[config.mk]
export PLATFORM = sky130hd
export DESIGN_NAME = avd_predictor
export DESIGN_NICKNAME = d
export VERILOG_FILES = /design/src/rtl/avd_pkg.sv /design/src/rtl/avd_datapath.sv /design/src/rtl/avd_ctrl.sv /design/src/rtl/avd_predictor.sv
export SDC_FILE = /design/constraint.sdc
export NUM_CORES = 2
export LEC_CHECK = 0
export BUFFER_PORTS_ARGS = -buffer_cell sky130_fd_sc_hd__buf_2
export CAP_MARGIN = 20
export CORE_UTILIZATION = 45
export DETAILED_ROUTE_END_ITERATION = 10
export SLEW_MARGIN = 40
export SYNTH_ARGS = -nofsm -noshare
export SYNTH_HDL_FRONTEND = slang
export SYNTH_SLANG_ARGS = --single-unit
[constraint.sdc]
create_clock -name clk -period 14.4 [get_ports clk]
set_input_delay 0.72 -clock clk [delete_from_list [all_inputs] [get_ports clk]]
set_output_delay 0.72 -clock clk [all_outputs]
set_load 0.005 [all_outputs]
[src/rtl/avd_pkg.sv]
`timescale 1ns/1ps
package avd_pkg;

  // Strobes from the control to the datapath for one table write
  typedef struct packed {
    logic wrEn;       // write the selected entry this cycle
    logic loadTag;    // allocate: set valid and the tag
    logic loadDelta;  // store the incoming delta
    logic bumpConf;   // 1: saturating increment, 0: clear confidence
  } avd_strobe_t;

  function automatic int unsigned idxWidth(input int unsigned n);
    return (n > 1) ? $clog2(n) : 1;
  endfunction

endpackage

[src/rtl/avd_datapath.sv]
`timescale 1ns/1ps
module avd_datapath
  import avd_pkg::*;
#(
  parameter int unsigned PC_W     = 32,
  parameter int unsigned ADDR_W   = 32,
  parameter int unsigned NUM_SETS = 4,
  parameter int unsigned NUM_WAYS = 4,
  parameter int unsigned CONF_W   = 2,
  parameter int unsigned MAX_AVD  = 65536
) (
  input  logic                          clk,
  input  logic                          rst_n,
  input  logic [PC_W-1:0]               trainPc,
  input  logic [ADDR_W-1:0]             trainAddr,
  input  logic [ADDR_W-1:0]             trainValue,
  input  logic                          lookupValid,
  input  logic [PC_W-1:0]               lookupPc,
  input  logic [ADDR_W-1:0]             lookupAddr,
  input  avd_strobe_t                   stb,
  input  logic [idxWidth(NUM_WAYS)-1:0] wrWay,
  output logic [idxWidth(NUM_SETS)-1:0] trainSet,
  output logic [NUM_WAYS-1:0]           trainHitVec,
  output logic [NUM_WAYS-1:0]           deltaEqVec,
  output logic                          inRange,
  output logic                          predValid,
  output logic [ADDR_W-1:0]             predValue
);

  localparam int unsigned SET_W   = idxWidth(NUM_SETS);
  localparam int unsigned TAG_W   = PC_W - SET_W;
  localparam int unsigned DELTA_W = $clog2(MAX_AVD) + 1;
  localparam logic [CONF_W-1:0] CONF_MAX  = '1;
  localparam logic [ADDR_W-1:0] AVD_LIMIT = ADDR_W'(MAX_AVD);

  // Table storage
  logic               entryValid [NUM_SETS][NUM_WAYS];
  logic [TAG_W-1:0]   entryTag   [NUM_SETS][NUM_WAYS];
  logic [DELTA_W-1:0] entryDelta [NUM_SETS][NUM_WAYS];
  logic [CONF_W-1:0]  entryConf  [NUM_SETS][NUM_WAYS];

  // Training side: delta and window filter
  logic [ADDR_W-1:0]  trainDiff;
  logic [ADDR_W-1:0]  diffMag;
  logic [DELTA_W-1:0] newDelta;
  logic [TAG_W-1:0]   trainTag;

  assign trainDiff = trainAddr - trainValue;
  assign diffMag   = trainDiff[ADDR_W-1] ? (~trainDiff + ADDR_W'(1)) : trainDiff;
  assign inRange   = diffMag < AVD_LIMIT;
  assign newDelta  = trainDiff[DELTA_W-1:0];
  assign trainSet  = trainPc[SET_W-1:0];
  assign trainTag  = trainPc[PC_W-1:SET_W];

  // Lookup side
  logic [SET_W-1:0]    lookSet;
  logic [TAG_W-1:0]    lookTag;
  logic [NUM_WAYS-1:0] lookMatch;
  logic                lookReady;
  logic [DELTA_W-1:0]  lookDelta;
  logic [ADDR_W-1:0]   extDelta;

  assign lookSet = lookupPc[SET_W-1:0];
  assign lookTag = lookupPc[PC_W-1:SET_W];

  for (genvar w = 0; w < NUM_WAYS; w++) begin : g_way
    assign trainHitVec[w] = entryValid[trainSet][w] && (entryTag[trainSet][w] == trainTag);
    assign deltaEqVec[w]  = (entryDelta[trainSet][w] == newDelta);
    assign lookMatch[w]   = entryValid[lookSet][w] && (entryTag[lookSet][w] == lookTag)
                            && (entryConf[lookSet][w] == CONF_MAX);
  end

  always_comb begin
    lookDelta = '0;
    for (int w = 0; w < NUM_WAYS; w++) begin
      lookDelta = lookDelta | ({DELTA_W{lookMatch[w]}} & entryDelta[lookSet][w]);
    end
  end

  assign lookReady = |lookMatch;
  assign extDelta  = {{(ADDR_W-DELTA_W){lookDelta[DELTA_W-1]}}, lookDelta};

  always_ff @(posedge clk or negedge rst_n) begin
    if (!rst_n) begin
      predValid <= 1'b0;
      predValue <= '0;
    end else if (lookupValid && lookReady) begin
      predValid <= 1'b1;
      predValue <= lookupAddr - extDelta;
    end else begin
      predValid <= 1'b0;
      predValue <= '0;
    end
  end

  // Confidence next value for the written entry
  logic [CONF_W-1:0] curConf;
  logic [CONF_W-1:0] nextConf;

  assign curConf  = entryConf[trainSet][wrWay];
  assign nextConf = stb.bumpConf ? ((curConf == CONF_MAX) ? CONF_MAX : curConf + CONF_W'(1))
                                 : '0;

  always_ff @(posedge clk or negedge rst_n) begin
    if (!rst_n) begin
      for (int s = 0; s < NUM_SETS; s++) begin
        for (int w = 0; w < NUM_WAYS; w++) begin
          entryValid[s][w] <= 1'b0;
          entryTag[s][w]   <= '0;
          entryDelta[s][w] <= '0;
          entryConf[s][w]  <= '0;
        end
      end
    end else if (stb.wrEn) begin
      if (stb.loadTag) begin
        entryValid[trainSet][wrWay] <= 1'b1;
        entryTag[trainSet][wrWay]   <= trainTag;
      end
      if (stb.loadDelta) begin
        entryDelta[trainSet][wrWay] <= newDelta;
      end
      entryConf[trainSet][wrWay] <= nextConf;
    end
  end

endmodule

[src/rtl/avd_ctrl.sv]
`timescale 1ns/1ps
module avd_ctrl
  import avd_pkg::*;
#(
  parameter int unsigned NUM_SETS = 4,
  parameter int unsigned NUM_WAYS = 4
) (
  input  logic                          clk,
  input  logic                          rst_n,
  input  logic                          trainValid,
  input  logic [idxWidth(NUM_SETS)-1:0] trainSet,
  input  logic [NUM_WAYS-1:0]           trainHitVec,
  input  logic [NUM_WAYS-1:0]           deltaEqVec,
  input  logic                          inRange,
  output avd_strobe_t                   stb,
  output logic [idxWidth(NUM_WAYS)-1:0] wrWay
);

  localparam int unsigned WAY_W = idxWidth(NUM_WAYS);
  localparam logic [WAY_W-1:0] OLDEST = WAY_W'(NUM_WAYS - 1);

  // Per-set recency ages: 0 is most recent, NUM_WAYS-1 is the victim
  logic [WAY_W-1:0] wayAge [NUM_SETS][NUM_WAYS];

  logic             hitAny;
  logic             deltaSame;
  logic [WAY_W-1:0] hitWay;
  logic [WAY_W-1:0] victimWay;
  logic [WAY_W-1:0] touchedAge;

  assign hitAny    = |trainHitVec;
  assign deltaSame = |(trainHitVec & deltaEqVec);

  always_comb begin
    hitWay    = '0;
    victimWay = '0;
    for (int w = 0; w < NUM_WAYS; w++) begin
      if (trainHitVec[w])                 hitWay    = WAY_W'(w);
      if (wayAge[trainSet][w] == OLDEST)  victimWay = WAY_W'(w);
    end
  end

  always_comb begin
    stb   = '0;
    wrWay = victimWay;
    if (trainValid && inRange) begin
      stb.wrEn = 1'b1;
      if (hitAny) begin
        wrWay         = hitWay;
        stb.bumpConf  = deltaSame;
        stb.loadDelta = !deltaSame;
      end else begin
        stb.loadTag   = 1'b1;
        stb.loadDelta = 1'b1;
      end
    end
  end

  assign touchedAge = wayAge[trainSet][wrWay];

  always_ff @(posedge clk or negedge rst_n) begin
    if (!rst_n) begin
      for (int s = 0; s < NUM_SETS; s++) begin
        for (int w = 0; w < NUM_WAYS; w++) begin
          wayAge[s][w] <= WAY_W'(w);
        end
      end
    end else if (stb.wrEn) begin
      for (int w = 0; w < NUM_WAYS; w++) begin
        if (WAY_W'(w) == wrWay) begin
          wayAge[trainSet][w] <= '0;
        end else if (wayAge[trainSet][w] < touchedAge) begin
          wayAge[trainSet][w] <= wayAge[trainSet][w] + WAY_W'(1);
        end
      end
    end
  end

endmodule

[src/rtl/avd_predictor.sv]
`timescale 1ns/1ps
module avd_predictor
  import avd_pkg::*;
#(
  parameter int unsigned PC_W     = 32,
  parameter int unsigned ADDR_W   = 32,
  parameter int unsigned NUM_SETS = 4,
  parameter int unsigned NUM_WAYS = 4,
  parameter int unsigned CONF_W   = 2,
  parameter int unsigned MAX_AVD  = 65536
) (
  input  logic              clk,
  input  logic              rst_n,
  input  logic              trainValid,
  input  logic [PC_W-1:0]   trainPc,
  input  logic [ADDR_W-1:0] trainAddr,
  input  logic [ADDR_W-1:0] trainValue,
  input  logic              lookupValid,
  input  logic [PC_W-1:0]   lookupPc,
  input  logic [ADDR_W-1:0] lookupAddr,
  output logic              predValid,
  output logic [ADDR_W-1:0] predValue
);

  localparam int unsigned SET_W = idxWidth(NUM_SETS);
  localparam int unsigned WAY_W = idxWidth(NUM_WAYS);

  avd_strobe_t         stb;
  logic [WAY_W-1:0]    wrWay;
  logic [SET_W-1:0]    trainSet;
  logic [NUM_WAYS-1:0] trainHitVec;
  logic [NUM_WAYS-1:0] deltaEqVec;
  logic                inRange;

  avd_ctrl #(
    .NUM_SETS (NUM_SETS),
    .NUM_WAYS (NUM_WAYS)
  ) ctrl_i (
    .clk         (clk),
    .rst_n       (rst_n),
    .trainValid  (trainValid),
    .trainSet    (trainSet),
    .trainHitVec (trainHitVec),
    .deltaEqVec  (deltaEqVec),
    .inRange     (inRange),
    .stb         (stb),
    .wrWay       (wrWay)
  );

  avd_datapath #(
    .PC_W     (PC_W),
    .ADDR_W   (ADDR_W),
    .NUM_SETS (NUM_SETS),
    .NUM_WAYS (NUM_WAYS),
    .CONF_W   (CONF_W),
    .MAX_AVD  (MAX_AVD)
  ) dp_i (
    .clk         (clk),
    .rst_n       (rst_n),
    .trainPc     (trainPc),
    .trainAddr   (trainAddr),
    .trainValue  (trainValue),
    .lookupValid (lookupValid),
    .lookupPc    (lookupPc),
    .lookupAddr  (lookupAddr),
    .stb         (stb),
    .wrWay       (wrWay),
    .trainSet    (trainSet),
    .trainHitVec (trainHitVec),
    .deltaEqVec  (deltaEqVec),
    .inRange     (inRange),
    .predValid   (predValid),
    .predValue   (predValue)
  );

endmodule

# Word-level counts from Yosys, hierarchy flattened
# Cells that the tools add are included.
# Widths: inputs -> output; s select.
[word_totals]
ff_bits = 865
mem_bits_rw = 0
n_memories = 0
wordCells = 259
latch_bits = 0
rom_bits = 0
in_bits = 164
out_inout_bits = 33
[classes]
mux = 92
reduce_logical = 23
shift = 0
n_lt_le_gt_ge = 10
div = 0
n_bitwise = 21
n_mul = 0
n_eq_ne = 23
add_sub_neg = 8
[op_table]
columns = ["op", "count"]
rows = [
  ["$mux 120", 5],
  ["$bmux 120 s2", 2],
  ["$bwmux 480", 1],
  ["$mux 32", 13],
  ["$mux 68", 5],
  ["$bmux 68 s2", 2],
  ["$bwmux 272", 1],
  ["$demux 120 s2", 1],
  ["$eq 30x30->1", 8],
  ["$bwmux 32", 5],
  ["$not 32->32", 5],
  ["$demux 68 s2", 1],
  ["$and 32x32->32", 4],
  ["$demux 8 s2", 5],
  ["$and 17x17->17", 4],
  ["$eq 17x17->1", 4],
  ["$mux 8", 8],
  ["$sub 32x32->32", 2],
  ["$demux 30 s2", 1],
  ["$or 17x17->17", 3],
  ["$bmux 8 s2", 3],
  ["$demux 17 s2", 1],
  ["$add 32x1->32 const B", 1],
  ["$lt 32x17->1 const B", 1],
  ["26 further kinds", 91],
]

# Depth between registers and ports, before layout
[depth]
ltp_word = 30
mapped_depth = 31
depth_no_buf = 27

# Modules after synthesis
# From an unflattened synthesis, not the netlist that was laid out.
[unflattened]
hier_cells = 3977
hier_area_um2 = 49406.1
[by_module_without_submodules]
columns = ["module", "cells_each", "area_each_um2", "n_inst", "seq_area_each_um2"]
rows = [
  ["avd_datapath", 3762, 47257.8, 1, 20845.0],
  ["avd_ctrl", 215, 2148.3, 1, 820.8],
]

# Worst setup path after synthesis
# No wires, ideal clock.
[synth_path]
kind = "input -> register"
start = "in lookupPc[0]"
end = "reg dp_i.predValue[31]"
arrival_ns = 7.861
t_required_ns = 14.268
setup_time_ns = 0.132
cell_stages = 25
n_path_buf = 7
setup_slack_ns = 6.407
path_cell_list = "clkbuf_1 buf_1 clkbuf_1 clkbuf_1 clkbuf_1 buf_1 clkbuf_1 mux4_2 a221oi_1 ha_1 a21o_1 a21oi_1 a21boi_0 o211ai_1 a311oi_1 a211o_1 a31oi_1 o21ai_0 or4_1 a31oi_1 nor2b_1 o21a_1 o41a_1 xnor2_1 nor2_1"
[synth_via]
elab_chain_len = 13
word_cells_on_any_way = 40
classes_between = "1 x add/sub; 8 x eq/ne; 13 x mux; 8 x bitwise; 10 x reduce/logical"
[synth_lines]
columns = ["item", "line_no", "source"]
rows = [
  ["start, declared", "avd_predictor.sv:19", "input logic [PC_W-1:0] lookupPc,"],
  ["$not 2->3 (not written as such) (*)", "avd_datapath.sv:69, avd_datapath.sv:70, avd_datapath.sv:76", ""],
  ["$bmux 120 s2", "avd_datapath.sv:69", "assign lookMatch[w] = entryValid[lookSet][w] && (entryTag[lookSet][w] == lookTag)"],
  ["$mux 120 (not written as such) (2 in a row)", "avd_datapath.sv:69", ""],
  ["$eq 30x30->1", "avd_datapath.sv:69", ""],
  ["$logic_and 1x1->1", "avd_datapath.sv:69", ""],
  ["$logic_and 1x1->1", "avd_datapath.sv:70", "&& (entryConf[lookSet][w] == CONF_MAX);"],
  ["$and 17x17->17", "avd_datapath.sv:76", "lookDelta = lookDelta | ({DELTA_W{lookMatch[w]}} & entryDelta[lookSet][w]);"],
  ["$or 17x17->17 (3 in a row)", "avd_datapath.sv:76", ""],
  ["$sub 32x32->32", "avd_datapath.sv:89", "predValue <= lookupAddr - extDelta;"],
  ["$mux 32 (*)", "avd_datapath.sv:87", "end else if (lookupValid && lookReady) begin"],
  ["end signal, assigned", "avd_datapath.sv:89", ""],
  ["end, declared", "avd_datapath.sv:27", "output logic [ADDR_W-1:0] predValue"],
]
# Every way passes the cells marked *; elsewhere a longest branch is shown, timed or not. The select of a mux whose other input is x is not followed.
# A chain may end at the register's enable or synchronous reset.

# Worst setup path after layout
[layout_path]
start = "in lookupPc[1]"
end = "reg dp_i.predValue[31]"
# The elaborated chain is that of the path after synthesis.

==> report_table.html <==
<table>
<tr><th>Metric</th><th>Value</th></tr>
<tr><th colspan="2">Setup path</th></tr>
<tr><td>Worst reg2reg startpoint</td><td>dp_i.entryTag[42]</td></tr>
<tr><td>Kind of launch point of the worst setup path</td><td>input pin</td></tr>
<tr><td>CP max stage cell</td><td>sky130_fd_sc_hd__buf_4</td></tr>
<tr><td>CP Launch Point</td><td>lookupPc[1]</td></tr>
<tr><td>Kind of end point of the critical path</td><td>register</td></tr>
<tr><td>Slowest stage delay, CP</td><td>between 0.7 and 0.8 ns</td></tr>
<tr><td>Arrival time at the worst endpoint</td><td>slightly above 9 ns</td></tr>
<tr><td>WP data required</td><td>14.97 ns</td></tr>
<tr><td>Top fanout value on the critical path</td><td>66</td></tr>
<tr><td>R2R depth</td><td>28</td></tr>
<tr><td>Start-to-end type of the worst setup path</td><td>in -&gt; reg</td></tr>
<tr><th colspan="2">Clock network</th></tr>
<tr><td>TritonCTS clock tree</td><td>yes</td></tr>
<tr><td>Number of hold buffers added after cts</td><td>1</td></tr>
<tr><td>Post-CTS setup repair buffer count</td><td>0</td></tr>
<tr><td>Clock latency on the worst-skew pair</td><td>~0.70 ns</td></tr>
<tr><td>Count of instances resized after the clock tree is built</td><td>0</td></tr>
<tr><td>Buffer type at the clock tree root</td><td>sky130_fd_sc_hd__clkbuf_16</td></tr>
<tr><td>Clock buffer depth</td><td>3</td></tr>
<tr><td>Clock-pin slew of the registers on the worst-case setup and hold paths</td><td>0.06 ns</td></tr>
<tr><td>Number of buffers created by CTS</td><td>a little under 100</td></tr>
<tr><td>Number of clock sinks seen by CTS</td><td>about 870</td></tr>
<tr><td>H-tree levels</td><td>3</td></tr>
<tr><th colspan="2">STA</th></tr>
<tr><td>Final setup skew</td><td>between 0.04 and 0.05 ns</td></tr>
<tr><td>Unrepaired setup endpoints after global routing</td><td>false</td></tr>
<tr><td>Post-route clock period utilization</td><td>0.601</td></tr>
<tr><td>Transition at the pin with the smallest max-transition slack</td><td>between 1 and 1.5 ns</td></tr>
<tr><td>Number of slew-limit violations in the final report</td><td>0</td></tr>
<tr><td>Final worst path period need</td><td>8.66 ns</td></tr>
<tr><td>Upper clock frequency limit</td><td>about 120 MHz</td></tr>
<tr><td>Total of endpoints with negative setup slack in the final report</td><td>0</td></tr>
<tr><td>Final worst hold slack</td><td>0.384 ns</td></tr>
<tr><td>Slew margin rel.</td><td>0.276</td></tr>
<tr><td>Final hold violation count</td><td>0</td></tr>
<tr><td>Accumulated negative setup slack</td><td>0 ns</td></tr>
<tr><th colspan="2">Routing</th></tr>
<tr><td>Initial DRC Count</td><td>2140</td></tr>
<tr><td>Total detailed-routing wirelength</td><td>about 150 mm</td></tr>
<tr><td>Pre-antenna DRT Iters</td><td>7</td></tr>
<tr><td>DRC</td><td>0</td></tr>
<tr><td>Avg WL per Cell</td><td>between 20 and 30 um</td></tr>
<tr><td>Count of vias placed by the detailed router</td><td>about 33000</td></tr>
<tr><td>ANT nets after route</td><td>0</td></tr>
<tr><td>Detailed-route vias per instance</td><td>between 6 and 7</td></tr>
<tr><th colspan="2">Hold path</th></tr>
<tr><td>WHS Path Cells</td><td>4</td></tr>
<tr><td>Source of the worst hold timing path</td><td>lookupAddr[31]</td></tr>
<tr><td>Hold WC Path Type</td><td>in -&gt; reg</td></tr>
<tr><th colspan="2">Power and ir drop</th></tr>
<tr><td>Total design power</td><td>5.76 mW</td></tr>
<tr><td>Largest vdd supply drop</td><td>93.0 uV</td></tr>
<tr><td>Cell area power density</td><td>103 nW/um2</td></tr>
<tr><td>LEAKAGE</td><td>~25 nW</td></tr>
<tr><th colspan="2">Global route</th></tr>
<tr><td>Wire length of the first global-routing pass</td><td>223 mm</td></tr>
<tr><td>Number of antenna violations at the first check in global routing</td><td>7</td></tr>
<tr><td>Global-route usage over all layers</td><td>0.267</td></tr>
<tr><td>Grt ovf</td><td>0</td></tr>
<tr><td>Largest net degree at the start of global routing</td><td>80</td></tr>
<tr><td>Vias in the first global route</td><td>around 33000</td></tr>
<tr><th colspan="2">Yosys</th></tr>
<tr><td>Main combinational cell family by area after synthesis</td><td>multiplexers</td></tr>
<tr><td>Synth Area in XOR/XNOR</td><td>0.0629</td></tr>
<tr><td>Syn. warnings</td><td>0</td></tr>
<tr><td>Share of synthesized cell area in full adder, half adder and majority cells</td><td>0.0178</td></tr>
<tr><td>Share of the yosys chip area belonging to registers</td><td>0.435</td></tr>
<tr><td>Instance count of the mapped netlist</td><td>3797</td></tr>
<tr><td>Mapped Area</td><td>~50000 um2</td></tr>
<tr><td>Leading cell types by total area after synthesis</td><td>sky130_fd_sc_hd__dfrtp_1, sky130_fd_sc_hd__mux4_2, sky130_fd_sc_hd__mux2_2, sky130_fd_sc_hd__xnor2_1, sky130_fd_sc_hd__ha_1</td></tr>
<tr><td>Yosys top cell by area</td><td>sky130_fd_sc_hd__dfrtp_1</td></tr>
<tr><td>Top-area cell type share of the netlist area</td><td>0.427</td></tr>
<tr><td>Yosys reg bits</td><td>roughly 870</td></tr>
<tr><td>Synthesized-area fraction occupied by ao, oa, aoi and oai cells</td><td>0.0509</td></tr>
<tr><td>Share of synthesized cell area in and, or, nand and nor gates</td><td>0.0618</td></tr>
<tr><td>Async S/R FF share, synth</td><td>1.00</td></tr>
<tr><td>Synthesized area per cell</td><td>between 10 and 15 um2</td></tr>
<tr><td>Multiplexer share of the synthesized area</td><td>0.340</td></tr>
<tr><td>Number of unique standard cell types used by synthesis</td><td>94</td></tr>
<tr><td>Number of enable-type register cells in the synthesized netlist</td><td>0</td></tr>
<tr><td>Syn nets</td><td>roughly 4000</td></tr>
<tr><td>Dominant synthesized flop cell</td><td>sky130_fd_sc_hd__dfrtp_1</td></tr>
<tr><th colspan="2">Finish</th></tr>
<tr><td>Nets@finish</td><td>just over 4000</td></tr>
<tr><td>Share of post-route cells with drive strength above 1</td><td>0.407</td></tr>
<tr><td>Area of all sequential standard cells</td><td>between 20000 and 25000 um2</td></tr>
<tr><td>Multi-input gate area</td><td>between 20000 and 30000 um2</td></tr>
<tr><td>FILL cells</td><td>9480</td></tr>
<tr><td>Filler-free cell count of the finished design</td><td>roughly 5400</td></tr>
<tr><td>Synthesis-to-layout area growth</td><td>12.4%</td></tr>
<tr><th colspan="2">Floorplan</th></tr>
<tr><td>Area enclosed by the die boundary</td><td>~110000 um2</td></tr>
<tr><td>Horizontal die dimension</td><td>335 um</td></tr>
<tr><td>Number of I/O pins</td><td>just under 200</td></tr>
<tr><td>Area of the placeable core</td><td>109000 um2</td></tr>
<tr><td>Initial Utilization</td><td>0.456</td></tr>
<tr><td>Vertical die dimension</td><td>between 300 and 400 um</td></tr>
<tr><td>Floorplan row count</td><td>about 120</td></tr>
<tr><th colspan="2">Place</th></tr>
<tr><td>Dpl cells</td><td>between 5000 and 6000</td></tr>
<tr><td># port buffers</td><td>196</td></tr>
<tr><td>DP Wirelength</td><td>a little under 100 mm</td></tr>
<tr><td>Placer's final routability congestion estimate</td><td>about 0.88</td></tr>
<tr><th colspan="2">Outcome</th></tr>
<tr><td>Run status</td><td>completed</td></tr>
<tr><th colspan="2">Flow run</th></tr>
<tr><td>Max-cap violation count</td><td>0</td></tr>
</table>
layout by cell type, fill, tap and decap left out, types with 20 or more instances in the layout:
cell	n
sky130_fd_sc_hd__a21oi_1	55
sky130_fd_sc_hd__buf_2	191
sky130_fd_sc_hd__buf_4	58
sky130_fd_sc_hd__clkbuf_16	100
sky130_fd_sc_hd__clkbuf_8	25
sky130_fd_sc_hd__dfrtp_1	849
sky130_fd_sc_hd__ha_1	65
sky130_fd_sc_hd__inv_1	84
sky130_fd_sc_hd__mux2_2	675
sky130_fd_sc_hd__mux2i_1	37
sky130_fd_sc_hd__mux4_2	397
sky130_fd_sc_hd__nand2_1	198
sky130_fd_sc_hd__nand3_1	56
sky130_fd_sc_hd__nand4_1	88
sky130_fd_sc_hd__nor2_1	96
sky130_fd_sc_hd__nor2_4	20
sky130_fd_sc_hd__nor3_1	38
sky130_fd_sc_hd__nor4_1	26
sky130_fd_sc_hd__o21ai_0	139
sky130_fd_sc_hd__or2_2	24
sky130_fd_sc_hd__xnor2_1	309
sky130_fd_sc_hd__xor2_1	39
power breakdown:
group | internal [mW] | total, mW | switching, mW
registers | 2.43 | 2.43 | 0.000349
logic | 0.198 | 0.604 | 0.406
clock network | 1.65 | 2.72 | 1.07
routing by layer:
layer  up-vias  share of wire  global-route usage
li1      14400              -                   -
met1     17300           0.42               0.349
met2       920           0.50               0.448
met3       278          0.047              0.0373
met4         6          0.042               0.106
met5         -        0.00028                   0
critical path: cells and delay by family:
kind | cells | cell delay (ns)
AOI/OAI and AO/OA | 15 | 3.87
adders and majority gates | 1 | 0.21
and+or+nand+nor | 6 | 1.01
muxes | 1 | 0.42
xor gates and xnor gates | 2 | 0.30
buffers and inverters | 5 | 2.53
cells by family (layout without fill, tap and decap cells):
family                     count (synthesis)  count (layout)
AOI/OAI and AO/OA                        381             381
xor gates and xnor gates                 356             356
adders and majority gates                 70              70
buffers and inverters                    391             548
DFF                                      865             865
muxes                                   1110            1110
other                                      0               3
and+or+nand+nor                          624             624
final cells by class:
cell class	instances	share of cell area
clock inverter	41	0.0113
antenna	3	0.000134
clock buffer	144	0.0521
multi-input combinational	2541	0.478
sequential	865	0.387
timing repair buffer	277	0.0327
inverter	86	0.00577
tap	1476	0.0330
sequential cells by signal (all words and copies together), names as in the netlist:
name	cells
dp_i.predValue	32
dp_i.entryConf	32
dp_i.entryDelta	272
dp_i.predValid	1
dp_i.entryTag	480
dp_i.entryValid	16
ctrl_i.wayAge	32
cell usage after synthesis (10+ instances only):
cell type	instances
sky130_fd_sc_hd__inv_1	84
sky130_fd_sc_hd__nor4_1	26
sky130_fd_sc_hd__nand3_1	56
sky130_fd_sc_hd__mux2i_1	37
sky130_fd_sc_hd__o22ai_1	10
sky130_fd_sc_hd__and2_1	11
sky130_fd_sc_hd__clkbuf_1	189
sky130_fd_sc_hd__a21o_1	16
sky130_fd_sc_hd__o21ai_0	139
sky130_fd_sc_hd__a21oi_1	56
sky130_fd_sc_hd__nor3_1	38
sky130_fd_sc_hd__o21a_1	17
sky130_fd_sc_hd__or2_2	24
sky130_fd_sc_hd__buf_2	73
sky130_fd_sc_hd__a22o_1	18
sky130_fd_sc_hd__mux4_2	397
sky130_fd_sc_hd__or3_1	12
sky130_fd_sc_hd__nor2_1	114
sky130_fd_sc_hd__ha_1	65
sky130_fd_sc_hd__nand2_1	198
sky130_fd_sc_hd__dfstp_2	16
sky130_fd_sc_hd__buf_1	38
sky130_fd_sc_hd__xor2_1	42
sky130_fd_sc_hd__xnor2_1	312
sky130_fd_sc_hd__o211ai_1	18
sky130_fd_sc_hd__mux2_2	675
sky130_fd_sc_hd__dfrtp_1	849
sky130_fd_sc_hd__nand4_1	88
sky130_fd_sc_hd__and3_1	11
sky130_fd_sc_hd__a221oi_1	16
worst paths after layout:
| path | slack (ns) | to |
|---|---|---|
| worst max register to register | 6.86 | dp_i.predValue[31] |
| min in group asynchronous | 0.61 | dp_i.entryTag[441] |
| worst min register to register | 0.47 | ctrl_i.wayAge[4] |
| max in group asynchronous | 11.36 | dp_i.entryTag[267] |
| worst max-delay path | 5.74 | dp_i.predValue[31] |
| worst min-delay path | 0.38 | dp_i.predValue[31] |
through the flow:
stage,setup slack [ns],area (um2),utilization
after floorplan,6.41,49800,-
after global placement,5.00,52200,0.477
after detailed placement,5.19,52400,0.479
after CTS,5.87,55900,0.512
after global routing,5.17,56000,0.512
final,5.74,56000,0.512
Note: power is estimated with default switching activity, not from simulation.
